`config.mk`:
```
export PLATFORM = sky130hd
export DESIGN_NAME = tdm_sub_rx
export DESIGN_NICKNAME = d
export VERILOG_FILES = /design/src/rtl/tdm_sub_pkg.sv /design/src/rtl/tdm_sub_fifo.sv /design/src/rtl/tdm_sub_slot_dec.sv /design/src/rtl/tdm_sub_rx.sv
export SDC_FILE = /design/constraint.sdc
export NUM_CORES = 1
export LEC_CHECK = 0
export ABC_AREA = 1
export BUFFER_PORTS_ARGS = -buffer_cell sky130_fd_sc_hd__buf_2
export CAP_MARGIN = 40
export CORE_UTILIZATION = 35
export CTS_CLUSTER_DIAMETER = 100
export DETAILED_ROUTE_END_ITERATION = 8
export PLACE_DENSITY = 0.56
export REMOVE_ABC_BUFFERS = 1
export SLEW_MARGIN = 20
export SYNTH_ARGS = -nofsm -noshare
export SYNTH_HDL_FRONTEND = slang
export SYNTH_SLANG_ARGS = --single-unit
```
`constraint.sdc`:
```
create_clock -name clk -period 2.5 [get_ports clk]
set_input_delay 0.375 -clock clk [delete_from_list [all_inputs] [get_ports clk]]
set_output_delay 0.375 -clock clk [all_outputs]
set_load 0.02 [all_outputs]
```
`src/rtl/tdm_sub_pkg.sv`:
```
package tdm_sub_pkg;
    localparam int SAMPLE_W  = 16;
    localparam int SLOT_W    = 4;
    localparam int PAIR_DEPTH = 4;

    localparam int SLOT_CMD   = 0;
    localparam int SLOT_CAP_R = 2;
    localparam int SLOT_CAP_L = 3;
    localparam int SLOT_PLY_R = 4;
    localparam int SLOT_PLY_L = 5;

    localparam int CMD_CAP_BIT = 0;
    localparam int CMD_PLY_BIT = 1;
endpackage

```
`src/rtl/tdm_sub_fifo.sv`:
```
module tdm_sub_fifo #(
    parameter int W     = 16,
    parameter int DEPTH = 4
) (
    input  logic         clk,
    input  logic         rst,
    input  logic         wr_i,
    input  logic [W-1:0] wl_i,
    input  logic [W-1:0] wr_r_i,
    input  logic         rd_i,
    output logic         vld_o,
    output logic [W-1:0] rl_o,
    output logic [W-1:0] rr_o,
    output logic         full_o,
    output logic         ovf_o
);
    localparam int PW = (DEPTH > 1) ? $clog2(DEPTH) : 1;
    localparam int CW = $clog2(DEPTH + 1);

    typedef struct packed {
        logic [DEPTH-1:0][2*W-1:0] mem;
        logic [PW-1:0]             wp;
        logic [PW-1:0]             rp;
        logic [CW-1:0]             cnt;
        logic                      ovf;
    } fifo_st_t;

    fifo_st_t st_d, st_q;

    function automatic logic [PW-1:0] ptr_inc(input logic [PW-1:0] p);
        return (p == PW'(DEPTH - 1)) ? '0 : p + 1'b1;
    endfunction

    logic pop, push_ok;

    always_comb begin
        st_d    = st_q;
        pop     = rd_i && (st_q.cnt != '0);
        push_ok = wr_i && ((st_q.cnt != CW'(DEPTH)) || pop);
        if (push_ok) begin
            st_d.mem[st_q.wp] = {wl_i, wr_r_i};
            st_d.wp           = ptr_inc(st_q.wp);
        end
        if (pop) begin
            st_d.rp = ptr_inc(st_q.rp);
        end
        if (push_ok && !pop) begin
            st_d.cnt = st_q.cnt + 1'b1;
        end else if (pop && !push_ok) begin
            st_d.cnt = st_q.cnt - 1'b1;
        end
        if (wr_i && !push_ok) begin
            st_d.ovf = 1'b1;
        end
    end

    always_ff @(posedge clk) begin
        if (rst) begin
            st_q <= '0;
        end else begin
            st_q <= st_d;
        end
    end

    assign vld_o  = (st_q.cnt != '0);
    assign full_o = (st_q.cnt == CW'(DEPTH));
    assign ovf_o  = st_q.ovf;
    assign rl_o   = st_q.mem[st_q.rp][2*W-1:W];
    assign rr_o   = st_q.mem[st_q.rp][W-1:0];

    // a write into a full buffer without a read leaves it full and flags overflow
    p_no_overflow_r8: assert property (@(posedge clk) disable iff (rst)
        (wr_i && full_o && !rd_i) |=> (full_o && ovf_o));

    // overflow is sticky
    p_ovf_sticky_r8: assert property (@(posedge clk) disable iff (rst)
        ovf_o |=> ovf_o);

    // occupancy never exceeds the depth
    p_cnt_bound_r8: assert property (@(posedge clk) disable iff (rst)
        st_q.cnt <= CW'(DEPTH));

    // reset leaves the buffer empty and overflow clear
    p_reset_empty_r9: assert property (@(posedge clk)
        $past(rst) |-> (!vld_o && !ovf_o));
endmodule

```
`src/rtl/tdm_sub_slot_dec.sv`:
```
module tdm_sub_slot_dec
    import tdm_sub_pkg::*;
#(
    parameter int W  = SAMPLE_W,
    parameter int SW = SLOT_W
) (
    input  logic          clk,
    input  logic          rst,
    input  logic          frame_sync,
    input  logic          slot_vld,
    input  logic [SW-1:0] slot_idx,
    input  logic [W-1:0]  slot_data,
    input  logic          ply_en,
    input  logic          cap_en,
    input  logic          modem_mode,
    input  logic          rate_lock,
    input  logic          ply_req,
    input  logic          cap_req,
    output logic          ply_wr,
    output logic [W-1:0]  ply_wl,
    output logic [W-1:0]  ply_wrr,
    output logic          cap_wr,
    output logic [W-1:0]  cap_wl,
    output logic [W-1:0]  cap_wrr
);
    typedef struct packed {
        logic         cmd_ply;
        logic         cmd_cap;
        logic         preq_ply;
        logic         preq_cap;
        logic [W-1:0] ply_r;
        logic [W-1:0] cap_r;
    } dec_st_t;

    dec_st_t st_d, st_q;
    logic    word_in;
    logic    ply_gate, cap_gate;

    always_comb begin
        st_d    = st_q;
        word_in = slot_vld && !frame_sync;
        if (frame_sync) begin
            st_d.preq_ply = ply_req;
            st_d.preq_cap = cap_req;
            st_d.cmd_ply  = 1'b0;
            st_d.cmd_cap  = 1'b0;
            st_d.ply_r    = '0;
            st_d.cap_r    = '0;
        end else if (word_in) begin
            if (slot_idx == SW'(SLOT_CMD)) begin
                st_d.cmd_ply = slot_data[CMD_PLY_BIT];
                st_d.cmd_cap = slot_data[CMD_CAP_BIT];
            end
            if (slot_idx == SW'(SLOT_PLY_R)) begin
                st_d.ply_r = slot_data;
            end
            if (slot_idx == SW'(SLOT_CAP_R) && !modem_mode) begin
                st_d.cap_r = slot_data;
            end
        end

        ply_gate = st_q.cmd_ply && st_q.preq_ply && ply_en;
        cap_gate = rate_lock ? (ply_gate && cap_en)
                             : (st_q.cmd_cap && st_q.preq_cap && cap_en);

        ply_wr  = word_in && (slot_idx == SW'(SLOT_PLY_L)) && ply_gate;
        ply_wl  = slot_data;
        ply_wrr = st_q.ply_r;
        cap_wr  = word_in && (slot_idx == SW'(SLOT_CAP_L)) && cap_gate;
        cap_wl  = slot_data;
        cap_wrr = modem_mode ? slot_data : st_q.cap_r;
    end

    always_ff @(posedge clk) begin
        if (rst) begin
            st_q <= '0;
        end else begin
            st_q <= st_d;
        end
    end

    // in modem mode a capture write carries the same sample on both channels
    p_modem_mono_r5: assert property (@(posedge clk) disable iff (rst)
        (cap_wr && modem_mode) |-> (cap_wl == cap_wrr));

    // no playback write happens while playback intercept is off
    p_ply_gated_r2: assert property (@(posedge clk) disable iff (rst)
        !ply_en |-> !ply_wr);
endmodule

```
`src/rtl/tdm_sub_rx.sv`:
```
module tdm_sub_rx
    import tdm_sub_pkg::*;
(
    input  logic                clk,
    input  logic                rst,
    input  logic                frame_sync,
    input  logic                slot_vld,
    input  logic [SLOT_W-1:0]   slot_idx,
    input  logic [SAMPLE_W-1:0] slot_data,
    input  logic                ply_icpt_en,
    input  logic                cap_icpt_en,
    input  logic                modem_mode,
    input  logic                rate_lock,
    input  logic                ply_rd,
    output logic                ply_rd_vld,
    output logic [SAMPLE_W-1:0] ply_rd_l,
    output logic [SAMPLE_W-1:0] ply_rd_r,
    input  logic                cap_rd,
    output logic                cap_rd_vld,
    output logic [SAMPLE_W-1:0] cap_rd_l,
    output logic [SAMPLE_W-1:0] cap_rd_r,
    output logic                ply_req,
    output logic                cap_req,
    output logic                ply_ovf,
    output logic                cap_ovf
);
    logic                ply_full, cap_full;
    logic                ply_wr, cap_wr;
    logic [SAMPLE_W-1:0] ply_wl, ply_wrr, cap_wl, cap_wrr;

    assign ply_req = ply_icpt_en && !ply_full;
    assign cap_req = cap_icpt_en && !cap_full;

    tdm_sub_slot_dec #(.W(SAMPLE_W), .SW(SLOT_W)) u_dec (
        .clk        (clk),
        .rst        (rst),
        .frame_sync (frame_sync),
        .slot_vld   (slot_vld),
        .slot_idx   (slot_idx),
        .slot_data  (slot_data),
        .ply_en     (ply_icpt_en),
        .cap_en     (cap_icpt_en),
        .modem_mode (modem_mode),
        .rate_lock  (rate_lock),
        .ply_req    (ply_req),
        .cap_req    (cap_req),
        .ply_wr     (ply_wr),
        .ply_wl     (ply_wl),
        .ply_wrr    (ply_wrr),
        .cap_wr     (cap_wr),
        .cap_wl     (cap_wl),
        .cap_wrr    (cap_wrr)
    );

    tdm_sub_fifo #(.W(SAMPLE_W), .DEPTH(PAIR_DEPTH)) u_ply_buf (
        .clk    (clk),
        .rst    (rst),
        .wr_i   (ply_wr),
        .wl_i   (ply_wl),
        .wr_r_i (ply_wrr),
        .rd_i   (ply_rd),
        .vld_o  (ply_rd_vld),
        .rl_o   (ply_rd_l),
        .rr_o   (ply_rd_r),
        .full_o (ply_full),
        .ovf_o  (ply_ovf)
    );

    tdm_sub_fifo #(.W(SAMPLE_W), .DEPTH(PAIR_DEPTH)) u_cap_buf (
        .clk    (clk),
        .rst    (rst),
        .wr_i   (cap_wr),
        .wl_i   (cap_wl),
        .wr_r_i (cap_wrr),
        .rd_i   (cap_rd),
        .vld_o  (cap_rd_vld),
        .rl_o   (cap_rd_l),
        .rr_o   (cap_rd_r),
        .full_o (cap_full),
        .ovf_o  (cap_ovf)
    );

    // a request is never raised with the stream's intercept off
    p_req_needs_en_r1: assert property (@(posedge clk) disable iff (rst)
        (ply_req |-> ply_icpt_en) and (cap_req |-> cap_icpt_en));
endmodule

```
### Yosys cells after proc, flatten, opt, wreduce, memory -nomap -nowiden

Cells that the tools add are included.

| operators by class | value |
|---|---|
| add/sub/neg operators | 8 |
| magnitude comparators | 6 |
| equal/unequal tests | 12 |
| multiplexer cells | 20 |
| reductions and logical operators | 44 |

Operators by type and width:

| operator | count |
|---|---|
| $bwmux 128 | 2 |
| $bmux 32 s2 | 2 |
| $demux 32 s2 | 2 |
| $mux 32 | 4 |
| $logic_and 1x1->1 | 25 |
| $mux 16 | 1 |
| $lt 2x3->1 const B | 4 |
| $mux 3 | 4 |
| $add 2x1->2 const B | 4 |
| $eq 2x2->1 const B | 4 |
| $eq 4x2->1 const B | 2 |
| $eq 4x3->1 const B | 2 |
| $logic_not 1->1 | 8 |
| $mux 2 | 4 |
| $add 3x1->3 const B | 2 |
| $eq 3x3->1 const B | 2 |
| $ne 3x3->1 const B | 2 |
| $reduce_and 2->1 | 3 |
| $reduce_bool 3->1 | 2 |
| $sub 3x1->3 const B | 2 |
| $ge 2x1->1 const B | 2 |
| $logic_not 4->1 | 1 |
| $reduce_bool 2->1 | 2 |
| $logic_or 1x1->1 | 2 |
| other kinds (2) | 2 |

| storage, ports and cells | value |
|---|---|
| register bits after elaboration | 308 |
| input bits | 30 |
| output and inout port bits | 70 |
| logic and storage cells | 112 |

### Logic depth before layout (Yosys ltp)

| depth | value |
|---|---|
| word-level depth | 10 |
| gate-level depth with buffers | 15 |
| depth with buffers taken out | 14 |

### Modules after synthesis

A second synthesis with hierarchy kept.

| second synthesis, totals | value |
|---|---|
| cell total of the unflattened synthesis | 2828 |
| area total of the unflattened synthesis | 17399.2 um^2 |

Modules (own cells, without submodules):

| module | times used | cells an instance | area an instance (um^2) | seq. area each (um^2) |
|---|---|---|---|---|
| tdm_sub_fifo | 2 | 1244 | 7596.0 | 2722.6 |
| tdm_sub_slot_dec | 1 | 336 | 2187.1 | 720.7 |
| tdm_sub_rx | 1 | 4 | 20.0 | 0.0 |

### Worst setup path before layout

OpenSTA, ideal clock, no wires.

| timing path | value |
|---|---|
| kind | register to register |
| from | reg u_cap_buf.st_q[1] (netlist bit) |
| to | reg u_cap_buf.st_q[3] (netlist bit) |
| setup time | 0.070 ns |
| data arrival time | 2.292 ns |
| data required time | 2.430 ns |
| slack | 0.138 ns |
| stages on the path, launching flop included | 16 |
| buffers on the path | 1 |
| period minus slack after synthesis | 2.362 ns |
| cells stage by stage | dfxtp_1 > inv_1 > nand3_1 > nand2_1 > nand2_4 > buf_4 > inv_1 > nor3_1 > ha_1 > inv_1 > fa_1 > nor2_1 > nor2_1 > nand2_1 > o21ai_0 > a21oi_1 |

| on the way | value |
|---|---|
| cells in the longest elaborated chain, start to end | 7 |
| elaborated cells between the ends (all ways) | 14 |
| classes of those cells | add/sub (2); eq/ne (1); mux (2); reduce/logical (9) |

Ends and longest elaborated chain:

| item | RTL line | RTL |
|---|---|---|
| from (decl) | tdm_sub_fifo.sv:28 | `fifo_st_t st_d, st_q;` |
| from (signal assigned) | tdm_sub_fifo.sv:61 | `st_q <= st_d;` |
| $reduce_bool 3->1 * | -- |  |
| net cap_rd_vld | tdm_sub_rx.sv:19 | `output logic cap_rd_vld,` |
| $logic_and 1x1->1 * | tdm_sub_fifo.sv:38 | `pop = rd_i && (st_q.cnt != '0);` |
| $logic_or 1x1->1 * | tdm_sub_fifo.sv:39 | `push_ok = wr_i && ((st_q.cnt != CW'(DEPTH)) \|\| pop);` |
| $logic_and 1x1->1 * | tdm_sub_fifo.sv:39 |  |
| net u_cap_buf.push_ok | tdm_sub_fifo.sv:34 | `logic pop, push_ok;` |
| $logic_not 1->1 | tdm_sub_fifo.sv:49 | `end else if (pop && !push_ok) begin` |
| $logic_and 1x1->1 | tdm_sub_fifo.sv:49 |  |
| $reduce_bool 2->1 (no line) | -- |  |

Mark *: on every way through the listed nets, which the timed path passes. The rest lies on a longest branch. The select of a mux whose other input is x is not followed.
A chain may end at the register's enable or synchronous reset.

### Worst setup path in the final report

| timing path | value |
|---|---|
| from | reg u_cap_buf.st_q[4] (netlist bit) |
| to | out cap_rd_r[9] |

| on the way | value |
|---|---|
| cells in the longest elaborated chain, start to end | 2 |

Ends and longest elaborated chain:

| item | RTL line | RTL |
|---|---|---|
| $bmux 32 s2 | tdm_sub_fifo.sv:69 | `assign rr_o = st_q.mem[st_q.rp][W-1:0];` |
| $mux 32 | -- |  |
| to (decl) | tdm_sub_rx.sv:21 | `output logic [SAMPLE_W-1:0] cap_rd_r,` |

Every way passes these cells. The select of a mux whose other input is x is not followed.

==> impl_metrics.json <==
{
  "fillerInstances": 4508,
  "drv_slew": 0,
  "total_power_mw": 13.6,
  "path_cells": "inv_4, buf_12, buf_6, o21ai_0, a21oi_1, a21oi_2, buf_4",
  "num-nets-final": 2394,
  "slowest_stage": "dfxtp_1",
  "antenna_found_initial": 0,
  "n_antenna_cell": 0,
  "cts_buffers": 35,
  "yosys_warnings": 0,
  "yosysTopAreaCellShare": 0.407,
  "portBuffers": 99,
  "grt_pass1_wl_um": 73500,
  "whs_ns": 0.125,
  "yosysMostFrequentCell": "nor2_1",
  "grt_pass1_vias": 13676,
  "synth_edf_count": 0,
  "leakage_nw": 7.65,
  "setup_violations": 0,
  "reg2reg_to": "u_cap_buf.st_q[3]$_SDFFE_PP0P_",
  "max_slew_margin": 0.598,
  "die_area_um2": 44100,
  "drt_iter0_drc": 1195,
  "r2r_cells": 14,
  "ant_nets": 0,
  "core-area_um2": 42300,
  "synthFlopType": "dfxtp_1",
  "fin_crit_sh": 0.957,
  "post_cts_buffers": 0,
  "powerDensity_nw_per_um2": 786,
  "crit_type": "register to output pin",
  "yosys-top-cells-area": "dfxtp_1 41%, nor2_1 13%, nand2_1 12%",
  "critical_path.max_stage_delay_ns": 0.34,
  "vias": 14615,
  "hold_viol": 0,
  "via_per_inst": 4.95,
  "async_reset_ff_frac": 0,
  "vdd_drop_max_mv": 0.382,
  "stdcell_area_um2": 17300,
  "yosysSeqAreaShare": 0.407,
  "multiInputGateArea_um2": 7150,
  "cts_max_level": 2,
  "ys_ff_latch": 308,
  "grt_max_degree": 130,
  "fin_ws_ns": 0.107,
  "cts_tree": "done",
  "drive_gt1_frac": 0.0969,
  "detailed_place_hpwl_um": 26600,
  "critPathLaunch": "u_cap_buf.st_q[4]$_SDFFE_PP0P_",
  "required_ns": 2.12,
  "routabilityCongestion": 0.794,
  "rsz0062_at_grt": "false",
  "drv_cap": 0,
  "final_cells": 2951,
  "clock-sinks": 308,
  "grt.overflow.total": 0,
  "ys_types": 30,
  "cts_hold_buf": 0,
  "cp-start-kind": "register",
  "pin_count": 100,
  "die_height_um": 210,
  "cp.arrival_ns": 2.02,
  "grt_util_all_layers": 0.206,
  "grtUsageMet1": 0.277,
  "wirelength_um": 45800,
  "register_area_um2": 6170,
  "rows": 75,
  "post_drt_wl_per_cell_um": 15.5,
  "synth_area_um2": 15200,
  "crit_path_end_kind": "output pin",
  "clock_latency_ns": 0.53,
  "place_ws_ns": 0.270,
  "hp-class": "primary input to register",
  "crit_buf_inv": 4,
  "firstDrtPassIters": 7,
  "ff2ff_setup_slack_ns": 0.32,
  "r2r_start": "u_cap_buf.st_q[1]$_SDFFE_PP0P_",
  "synth_largest_area_cell": "dfxtp_1",
  "areaGrowthSynthToFinish_pct": 13.9,
  "crit_end": "cap_rd_r[9]",
  "use_met2": 0.346,
  "syn_inst": 2340,
  "dp.cells": 2890,
  "start_util": 0.358,
  "cp_top_family": "buffers and inverters",
  "root_buffer": "clkbuf_16",
  "tightest_slew_ns": 0.603,
  "clk_pin_slew_ns": 0.06,
  "fin_skew_ns": 0.0137,
  "grtUsageMet3": 0.0249,
  "busiest_layer": "met2",
  "max_freq_mhz": 418,
  "clk_path_buf_depth": 3,
  "detailed_place.area_um2": 16200,
  "min_path_cells": 2,
  "die_x_um": 210,
  "syn_avg_cell_area_um2": 6.48,
  "outcome": "complete, no violations",
  "crit_path_max_fanout": 35,
  "fin_crit_ns": 2.39,
  "drc": 0,
  "synthTopCellsByCount": "527 x nor2_1, 467 x nand2_1, 308 x dfxtp_1, 267 x inv_1, 202 x nand4_1",
  "crit_cells": 7
}
[report_power, final]
| group | switching, mW | internal [mW] |
|---|---|---|
| combinational | 2.58 | 1.03 |
| sequential | 0.0525 | 4.97 |
| clock | 2.06 | 2.88 |
[sequential cells by signal (all words and copies together), names as in the netlist]
name,flops
u_ply_buf.st_q,135
u_dec.ply_wrr,16
u_ply_buf.ovf_o,1
u_cap_buf.st_q,135
u_dec.st_q,20
u_cap_buf.ovf_o,1
[logic make-up after synthesis]
| family | after synthesis | synth area share |
|---|---|---|
| AND/OR/NAND/NOR | 1227 | 0.347 |
| buffers and inverters | 466 | 0.124 |
| flip-flops | 308 | 0.407 |
| adder cells (fa/ha/maj) | 14 | 0.0125 |
| AO/OA/AOI/OAI | 325 | 0.111 |
[worst min-delay path by stage]
stage	endpoint	from
after floorplan	u_dec.st_q[11]$_SDFFE_PP0P_	u_dec.st_q[11]$_SDFFE_PP0P_
final	u_ply_buf.st_q[7]$_SDFFE_PP0P_	rst
after global placement	u_dec.st_q[11]$_SDFFE_PP0P_	u_dec.st_q[11]$_SDFFE_PP0P_
after detailed placement	u_dec.st_q[11]$_SDFFE_PP0P_	u_dec.st_q[11]$_SDFFE_PP0P_
after CTS	u_ply_buf.st_q[7]$_SDFFE_PP0P_	rst
after global routing	u_ply_buf.st_q[7]$_SDFFE_PP0P_	rst
[layout by cell type, fill, tap and decap left out, drive strengths merged]
cell and count:
nor3 5, clkbuf 54, nor2 533, o22ai 32, ha 12, clkinv 24
dfxtp 308, inv 270, fa 2, a21oi 141, nand4 202, buf 152
nand3 18, nand3b 1, a211oi 2, o31ai 2, o21ai 148, nand2 468
[per-stage QoR]
stage,utilization,setup TNS [ns]
finish,0.408,0
global route,0.408,0
CTS,0.407,0
detailed placement,0.382,0
global placement,0.382,0
floorplan,-,-407.48
[per-layer routing]
| layer | share of wire | wire length, um | vias to the layer above |
|---|---|---|---|
| li1 | - | - | 7446 |
| met1 | 0.47 | 21700 | 6811 |
| met2 | 0.47 | 21400 | 300 |
| met3 | 0.040 | 1840 | 58 |
| met4 | 0.020 | 925 | 0 |
| met5 | 0 | 0 | - |
[final cells by class]
type | count | area share
inverter | 287 | 0.0628
timing repair buffer | 152 | 0.0610
clock inverter | 7 | 0.00203
clock buffer | 54 | 0.0608
sequential | 308 | 0.357
multi-input combinational | 1566 | 0.414
tap | 577 | 0.0418
[timing repair]
| item | in CTS | in global routing |
|---|---|---|
| resized for setup | 1 | 6 |
| endpoints found under the hold margin | 0 | 0 |
| setup endpoints to repair | 1 | 9 |
Power figures use the tool's default switching activity.
